**src/rtl/cdr_rot_pkg.sv**
```systemverilog
package cdr_rot_pkg;
    localparam int VOTE_LANES     = 4;
    localparam int PI_CODE_W      = 5;
    localparam int STEP_LIMIT     = 2;
    localparam int FREQ_FRAC_BITS = 8;
    localparam int TX_FRAC_BITS   = 8;

    // one lane decision: +1 early, -1 late, 0 for no or ambiguous transition
    function automatic logic signed [1:0] lane_vote(input logic e, input logic l);
        case ({e, l})
            2'b10:   return 2'sb01;
            2'b01:   return 2'sb11;
            default: return 2'sb00;
        endcase
    endfunction
endpackage

```
**src/rtl/cdr_vote_sum.sv**
```systemverilog
module cdr_vote_sum import cdr_rot_pkg::*; #(
    parameter int LANES = VOTE_LANES,
    parameter int NET_W = $clog2(LANES + 1) + 1
) (
    input  logic [LANES-1:0]        early_i,
    input  logic [LANES-1:0]        late_i,
    output logic signed [NET_W-1:0] net_o
);
    logic signed [1:0] vote [LANES];

    for (genvar g = 0; g < LANES; g++) begin : g_lane
        assign vote[g] = lane_vote(early_i[g], late_i[g]);
    end

    always_comb begin
        logic signed [NET_W-1:0] acc;
        acc = '0;
        for (int i = 0; i < LANES; i++) begin
            acc = acc + NET_W'(vote[i]);
        end
        net_o = acc;
    end
endmodule

```
**src/rtl/cdr_loop_filter.sv**
```systemverilog
module cdr_loop_filter #(
    parameter int NET_W     = 4,
    parameter int STEP_W    = 3,
    parameter int MAX_STEP  = 2,
    parameter int FREQ_FRAC = 8,
    parameter int FREQ_W    = FREQ_FRAC + STEP_W + 1,
    parameter int KP_W      = 2,
    parameter int KI_W      = 3
) (
    input  logic                     clk,
    input  logic                     rst,
    input  logic                     hold_i,
    input  logic signed [NET_W-1:0]  net_i,
    input  logic [KP_W-1:0]          kp_i,
    input  logic [KI_W-1:0]          ki_i,
    output logic signed [STEP_W-1:0] step_o,
    output logic signed [FREQ_W-1:0] freq_o
);
    localparam int SUM_W = FREQ_W + 2;
    localparam int F_LIM = MAX_STEP * (2 ** FREQ_FRAC);

    typedef struct packed {
        logic signed [FREQ_W-1:0] freq;
    } lf_state_t;

    lf_state_t st_d, st_q;
    logic signed [SUM_W-1:0] net_x, prop, fint, req, inc, fsum, fnext;

    always_comb begin
        st_d  = st_q;
        net_x = SUM_W'(net_i);
        prop  = net_x >>> kp_i;
        fint  = SUM_W'(st_q.freq) >>> FREQ_FRAC;
        req   = prop + fint;
        if (req > SUM_W'(MAX_STEP)) begin
            step_o = STEP_W'(MAX_STEP);
        end else if (req < SUM_W'(-MAX_STEP)) begin
            step_o = STEP_W'(-MAX_STEP);
        end else begin
            step_o = STEP_W'(req);
        end
        inc  = (net_x <<< FREQ_FRAC) >>> ki_i;
        fsum = SUM_W'(st_q.freq) + inc;
        if (fsum > SUM_W'(F_LIM)) begin
            fnext = SUM_W'(F_LIM);
        end else if (fsum < SUM_W'(-F_LIM)) begin
            fnext = SUM_W'(-F_LIM);
        end else begin
            fnext = fsum;
        end
        if (!hold_i) begin
            st_d.freq = FREQ_W'(fnext);
        end
    end

    always_ff @(posedge clk) begin
        if (rst) begin
            st_q <= '0;
        end else begin
            st_q <= st_d;
        end
    end

    assign freq_o = st_q.freq;

    // an idle vote word leaves the frequency register untouched
    assert_idle_freq_R6: assert property (@(posedge clk) disable iff (rst)
        (!hold_i && net_i == '0) |=> $stable(st_q.freq));

    // the frequency register never leaves its saturation window
    assert_freq_window_R7: assert property (@(posedge clk) disable iff (rst)
        (!hold_i && $signed(st_q.freq) == FREQ_W'(F_LIM) && net_i > 0)
            |=> ($signed(st_q.freq) == FREQ_W'(F_LIM)));
endmodule

```
**src/rtl/cdr_tx_smoother.sv**
```systemverilog
module cdr_tx_smoother #(
    parameter int STEP_W  = 3,
    parameter int CODE_W  = 5,
    parameter int TX_FRAC = 8,
    parameter int K_W     = 3
) (
    input  logic                     clk,
    input  logic                     rst,
    input  logic                     hold_i,
    input  logic signed [STEP_W-1:0] step_i,
    input  logic [K_W-1:0]           k_i,
    output logic [CODE_W-1:0]        code_o
);
    localparam int Y_W = TX_FRAC + STEP_W + 1;
    localparam int D_W = Y_W + 1;
    localparam int P_W = CODE_W + TX_FRAC;

    typedef struct packed {
        logic signed [Y_W-1:0] y;
        logic [P_W-1:0]        phase;
    } sm_state_t;

    sm_state_t st_d, st_q;
    logic signed [D_W-1:0] x_s, diff, adj, y_new;

    always_comb begin
        st_d  = st_q;
        x_s   = D_W'(step_i) <<< TX_FRAC;
        diff  = x_s - D_W'(st_q.y);
        adj   = diff >>> k_i;
        y_new = D_W'(st_q.y) + adj;
        if (!hold_i) begin
            st_d.y     = Y_W'(y_new);
            st_d.phase = st_q.phase + P_W'(st_d.y);
        end
    end

    always_ff @(posedge clk) begin
        if (rst) begin
            st_q <= '0;
        end else begin
            st_q <= st_d;
        end
    end

    assign code_o = st_q.phase[P_W-1 -: CODE_W];

    // with no smoothing the filter output is a whole number of steps
    assert_unsmoothed_whole_R9: assert property (@(posedge clk) disable iff (rst)
        (k_i == '0 && !hold_i) |=> (st_q.y[TX_FRAC-1:0] == '0));
endmodule

```
**src/rtl/cdr_phase_rotator.sv**
```systemverilog
module cdr_phase_rotator import cdr_rot_pkg::*; #(
    parameter int LANES     = VOTE_LANES,
    parameter int CODE_W    = PI_CODE_W,
    parameter int MAX_STEP  = STEP_LIMIT,
    parameter int FREQ_FRAC = FREQ_FRAC_BITS,
    parameter int TX_FRAC   = TX_FRAC_BITS,
    parameter int KP_W      = 2,
    parameter int KI_W      = 3,
    parameter int K_W       = 3,
    localparam int NET_W    = $clog2(LANES + 1) + 1,
    localparam int STEP_W   = $clog2(MAX_STEP + 1) + 1,
    localparam int FREQ_W   = FREQ_FRAC + STEP_W + 1
) (
    input  logic              clk,
    input  logic              rst,
    input  logic              freeze,
    input  logic [LANES-1:0]  early,
    input  logic [LANES-1:0]  late,
    input  logic [KP_W-1:0]   kp_shift,
    input  logic [KI_W-1:0]   ki_shift,
    input  logic [K_W-1:0]    tx_shift,
    output logic [CODE_W-1:0] rx_code,
    output logic [CODE_W-1:0] tx_code,
    output logic [FREQ_W-1:0] freq_word
);
    typedef struct packed {
        logic [CODE_W-1:0] rx;
    } rx_state_t;

    rx_state_t st_d, st_q;
    logic signed [NET_W-1:0]  net;
    logic signed [STEP_W-1:0] step;
    logic signed [FREQ_W-1:0] freq;

    cdr_vote_sum #(.LANES(LANES), .NET_W(NET_W)) u_votes (
        .early_i (early),
        .late_i  (late),
        .net_o   (net)
    );

    cdr_loop_filter #(
        .NET_W(NET_W), .STEP_W(STEP_W), .MAX_STEP(MAX_STEP),
        .FREQ_FRAC(FREQ_FRAC), .FREQ_W(FREQ_W), .KP_W(KP_W), .KI_W(KI_W)
    ) u_loop (
        .clk    (clk),
        .rst    (rst),
        .hold_i (freeze),
        .net_i  (net),
        .kp_i   (kp_shift),
        .ki_i   (ki_shift),
        .step_o (step),
        .freq_o (freq)
    );

    cdr_tx_smoother #(
        .STEP_W(STEP_W), .CODE_W(CODE_W), .TX_FRAC(TX_FRAC), .K_W(K_W)
    ) u_tx (
        .clk    (clk),
        .rst    (rst),
        .hold_i (freeze),
        .step_i (step),
        .k_i    (tx_shift),
        .code_o (tx_code)
    );

    always_comb begin
        st_d = st_q;
        if (!freeze) begin
            st_d.rx = st_q.rx + CODE_W'(step);
        end
    end

    always_ff @(posedge clk) begin
        if (rst) begin
            st_q <= '0;
        end else begin
            st_q <= st_d;
        end
    end

    assign rx_code   = st_q.rx;
    assign freq_word = freq;

    // matching early and late words carry no net vote
    assert_balanced_votes_R2: assert property (@(posedge clk) disable iff (rst)
        (early == late) |-> (net == '0));

    // the receive code never moves more than the step limit per cycle
    assert_step_limit_R4: assert property (@(posedge clk) disable iff (rst)
        ((CODE_W'(st_q.rx - $past(st_q.rx)) <= CODE_W'(MAX_STEP)) ||
         (CODE_W'($past(st_q.rx) - st_q.rx) <= CODE_W'(MAX_STEP))));

    // frozen loop keeps every visible code and the frequency register
    assert_freeze_hold_R11: assert property (@(posedge clk) disable iff (rst)
        freeze |=> ($stable(rx_code) && $stable(tx_code) && $stable(freq_word)));
endmodule

```
**config.mk**
```make
export PLATFORM = sky130hd
export DESIGN_NAME = cdr_phase_rotator
export DESIGN_NICKNAME = d
export VERILOG_FILES = /design/src/rtl/cdr_rot_pkg.sv /design/src/rtl/cdr_vote_sum.sv /design/src/rtl/cdr_loop_filter.sv /design/src/rtl/cdr_tx_smoother.sv /design/src/rtl/cdr_phase_rotator.sv
export SDC_FILE = /design/constraint.sdc
export NUM_CORES = 1
export LEC_CHECK = 0
export BUFFER_PORTS_ARGS = -buffer_cell sky130_fd_sc_hd__buf_2
export CAP_MARGIN = 40
export CORE_MARGIN = 8
export CORE_UTILIZATION = 40
export DETAILED_ROUTE_END_ITERATION = 8
export HOLD_SLACK_MARGIN = 0.1
export PLACE_DENSITY = 0.67
export SYNTH_ARGS = -nofsm -noshare
export SYNTH_HDL_FRONTEND = slang
export SYNTH_SLANG_ARGS = --single-unit
export TNS_END_PERCENT = 100
```
**constraint.sdc**
```tcl
create_clock -name clk -period 22.8 [get_ports clk]
set_input_delay 4.56 -clock clk [delete_from_list [all_inputs] [get_ports clk]]
set_output_delay 4.56 -clock clk [all_outputs]
set_load 0.02 [all_outputs]
```
==> impl_metrics.ini <==
[die]
die-area_um2 = 15300
die_w_um = 124
row_count = 39
chipHeight_um = 124
start_util_pct = 40.8
io-pin-count = 41
core_um2 = 11400

[synth]
syn_area_um2 = 4630
synthTopCellsByCount = nor2_1 (71), a21oi_1 (54), ha_1 (51), nand2_1 (50), o21ai_0 (42)
synth_warnings = 0
yosys-top-cells-area = dfxtp_1 (18%), ha_1 (14%), mux2i_1 (6.5%)
synth_seq_area_share_pct = 17.7
ys_seq_elements = 41
syn_avg_cell_area_um2 = 7.73
synthCells = 599
synth_ff_type = dfxtp_1
async_flop_share_pct = 0
yosysTopAreaCell = dfxtp_1
synth.most_common_cell = nor2_1
syn_nets = 682
synth_edf_count = 0
synth_cell_types = 67
synth_top_area_share_pct = 17.7

[drt]
drc = 0
vias = 4095
wirelength_um = 10100
drt_pass1_iterations = 4
first_iter_violations = 175
ant_nets = 0
via_per_inst = 5.40
routedWlPerCell_um = 13.3

[final_layout]
fillers = 1138
layout-drive-gt1-share_pct = 10.6
final_util_pct = 44.4
final_nets = 697
area_growth_pct = 9.02
antenna_cells = 0

[setup_path]
r2r_cells = 32
crit_path_end_kind = register
r2r_slack_ns = 15.50
r2r-end = u_tx.code_o[4]
slowest_stage = xnor2_1
crit_required_ns = 22.97
path_max_fanout = 8
cp-start-kind = input port
critPathKind = in -> reg
cp_common_cell = ha_1
worstPathArrival_ns = 14.55
rr_startpoint = u_loop.freq_o[8]
cpPeakStageDelay_ns = 0.63

[clock_tree]
post_cts_buffers = 0
cts_resized = 0
h-tree-depth = 2
clkLatencyLatePin_ns = 0.29
path_clk_slew_ns = 0.06
cts_sinks = 41
cts_buffers = 5
clock_tree.buffer_depth = 2
holdBufCountCts = 0
cts_root_buf = clkbuf_16
cts_tree = built

[timing]
fin_crit_ns = 14.38
hold_viol = 0
fmax_mhz = 69.6
tns_ns = 0
setup_violations = 0
min_period_over_period_pct = 63.1
worst_slew_pin_slew_ns = 0.792
max_slew_margin_pct = 46.8
fin_skew_ns = 0.00619
rsz0062_at_grt = false
drv_slew = 0

[hold_path]
hp-class = reg -> reg
min_to = rx_code[4]
worstHoldPathCells = 2
hp-start = rx_code[4]

[grt]
met3_usage_pct = 1.86
antenna_found_initial = 0
grt_use_met1_pct = 16.3
grt_max_degree = 48
grt_pass1_vias = 3886
use_met2_pct = 24.3
busiest_layer = met2
grtUsageTotal_pct = 13.3
grt_pass1_wl_um = 17300
grt_overflow = 0

[placement]
io_buffers = 39
gp_congestion = 0.804
dpl.hpwl_um = 8080

[flow_run]
drv_cap = 0

[run_status]
status = complete, no violations
-- worst max path at each step --
stage	from	to	slack, ns	cells past startpoint
after floorplan	early[3]	u_tx.code_o[4]	9.26	43
after global placement	early[3]	u_tx.code_o[4]	8.53	45
after detailed placement	early[3]	u_tx.code_o[4]	8.12	44
after CTS	early[3]	u_tx.code_o[4]	8.39	44
after global routing	early[3]	u_tx.code_o[4]	7.34	44
final	early[3]	u_tx.code_o[4]	8.42	44
-- flip-flops by register name, summed over array words and instances, names as in the netlist --
signal and count:
u_tx.st_q 20, rx_code 5, u_tx.code_o 5, u_loop.freq_o 11
-- worst max-delay path, delay by kind of cell --
| family | cells | cell delay [ns] |
|---|---|---|
| AOI/OAI and AO/OA | 14 | 2.81 |
| xor gates and xnor gates | 4 | 1.10 |
| adders and majority gates | 10 | 3.39 |
| buffers and inverters | 5 | 0.53 |
| muxes | 4 | 0.88 |
| and+or+nand+nor | 7 | 1.26 |
-- cells in the final DEF, fill, tap and decap left out, types with 2 or more instances in the layout --
| cell type | Yosys | layout |
|---|---|---|
| a211oi_1 | 8 | 8 |
| a21boi_0 | 5 | 5 |
| a21o_1 | 7 | 7 |
| a21oi_1 | 54 | 54 |
| a22o_1 | 9 | 9 |
| a31oi_1 | 3 | 3 |
| and2_1 | 2 | 2 |
| and3_1 | 2 | 2 |
| buf_2 | 1 | 39 |
| clkbuf_16 | 0 | 5 |
| dfxtp_1 | 41 | 41 |
| fa_1 | 13 | 13 |
| ha_1 | 51 | 51 |
| inv_1 | 39 | 39 |
| mux2_2 | 3 | 3 |
| mux2i_1 | 30 | 30 |
| nand2_1 | 50 | 50 |
| nand2b_1 | 5 | 5 |
| nand3_1 | 6 | 6 |
| nand3b_1 | 2 | 2 |
| nand4_1 | 2 | 2 |
| nor2_1 | 71 | 71 |
| nor2b_1 | 17 | 17 |
| nor3_1 | 7 | 7 |
| nor3b_1 | 3 | 3 |
| nor4_1 | 4 | 4 |
| nor4b_1 | 3 | 3 |
| o21a_1 | 2 | 2 |
| o21ai_0 | 42 | 42 |
| o21bai_1 | 6 | 6 |
| o22ai_1 | 4 | 4 |
| o41ai_1 | 2 | 2 |
| or2_2 | 5 | 5 |
| or3_1 | 5 | 5 |
| xnor2_1 | 26 | 26 |
| xor2_1 | 11 | 11 |
-- logic make-up (layout without fill, tap and decap cells) --
| logic type | Yosys count | count (layout) | synth area share, % |
|---|---|---|---|
| buf+inv | 71 | 87 | 6.45 |
| flops | 41 | 41 | 17.7 |
| simple gates | 191 | 191 | 19.7 |
| mux | 36 | 36 | 8.24 |
| compound gates | 155 | 155 | 20.6 |
| other cells | 1 | 1 | 0.0809 |
| fa+ha+maj | 66 | 66 | 19.8 |
| xor+xnor | 38 | 38 | 7.35 |
-- layout make-up --
type	count	area (um2)	share of cell area, %
repair buffers	40	215	4.26
well taps	143	179	3.54
flip-flops and latches	41	821	16.2
clock buffers	6	139	2.75
inverters	39	146	2.90
multi-input cells	487	3510	69.6
clock inverters	2	37.5	0.743
-- layer usage --
| layer | part of all wire (%) | vias to the layer above |
|---|---|---|
| met3 | 3.6 | 7 |
| met2 | 48 | 44 |
| met4 | 0.68 | 0 |
| li1 | - | 2134 |
| met5 | 0 | - |
| met1 | 47 | 1910 |
-- stage by stage --
stage | cells | hold WS [ns] | worst slack [ns] | area [um2]
2_1_floorplan | 599 | 0.458 | 9.26 | 4630
3_3_place_gp | 749 | 0.470 | 8.53 | 4850
3_5_place_dp | 750 | 0.485 | 8.12 | 4870
4_1_cts | 758 | 0.496 | 8.39 | 5050
5_1_grt | 758 | 0.508 | 7.34 | 5050
6_report | 758 | 0.492 | 8.42 | 5050
Power is not shown: default switching activity piles up to over one toggle a cycle in this logic, so the estimate is an artifact.
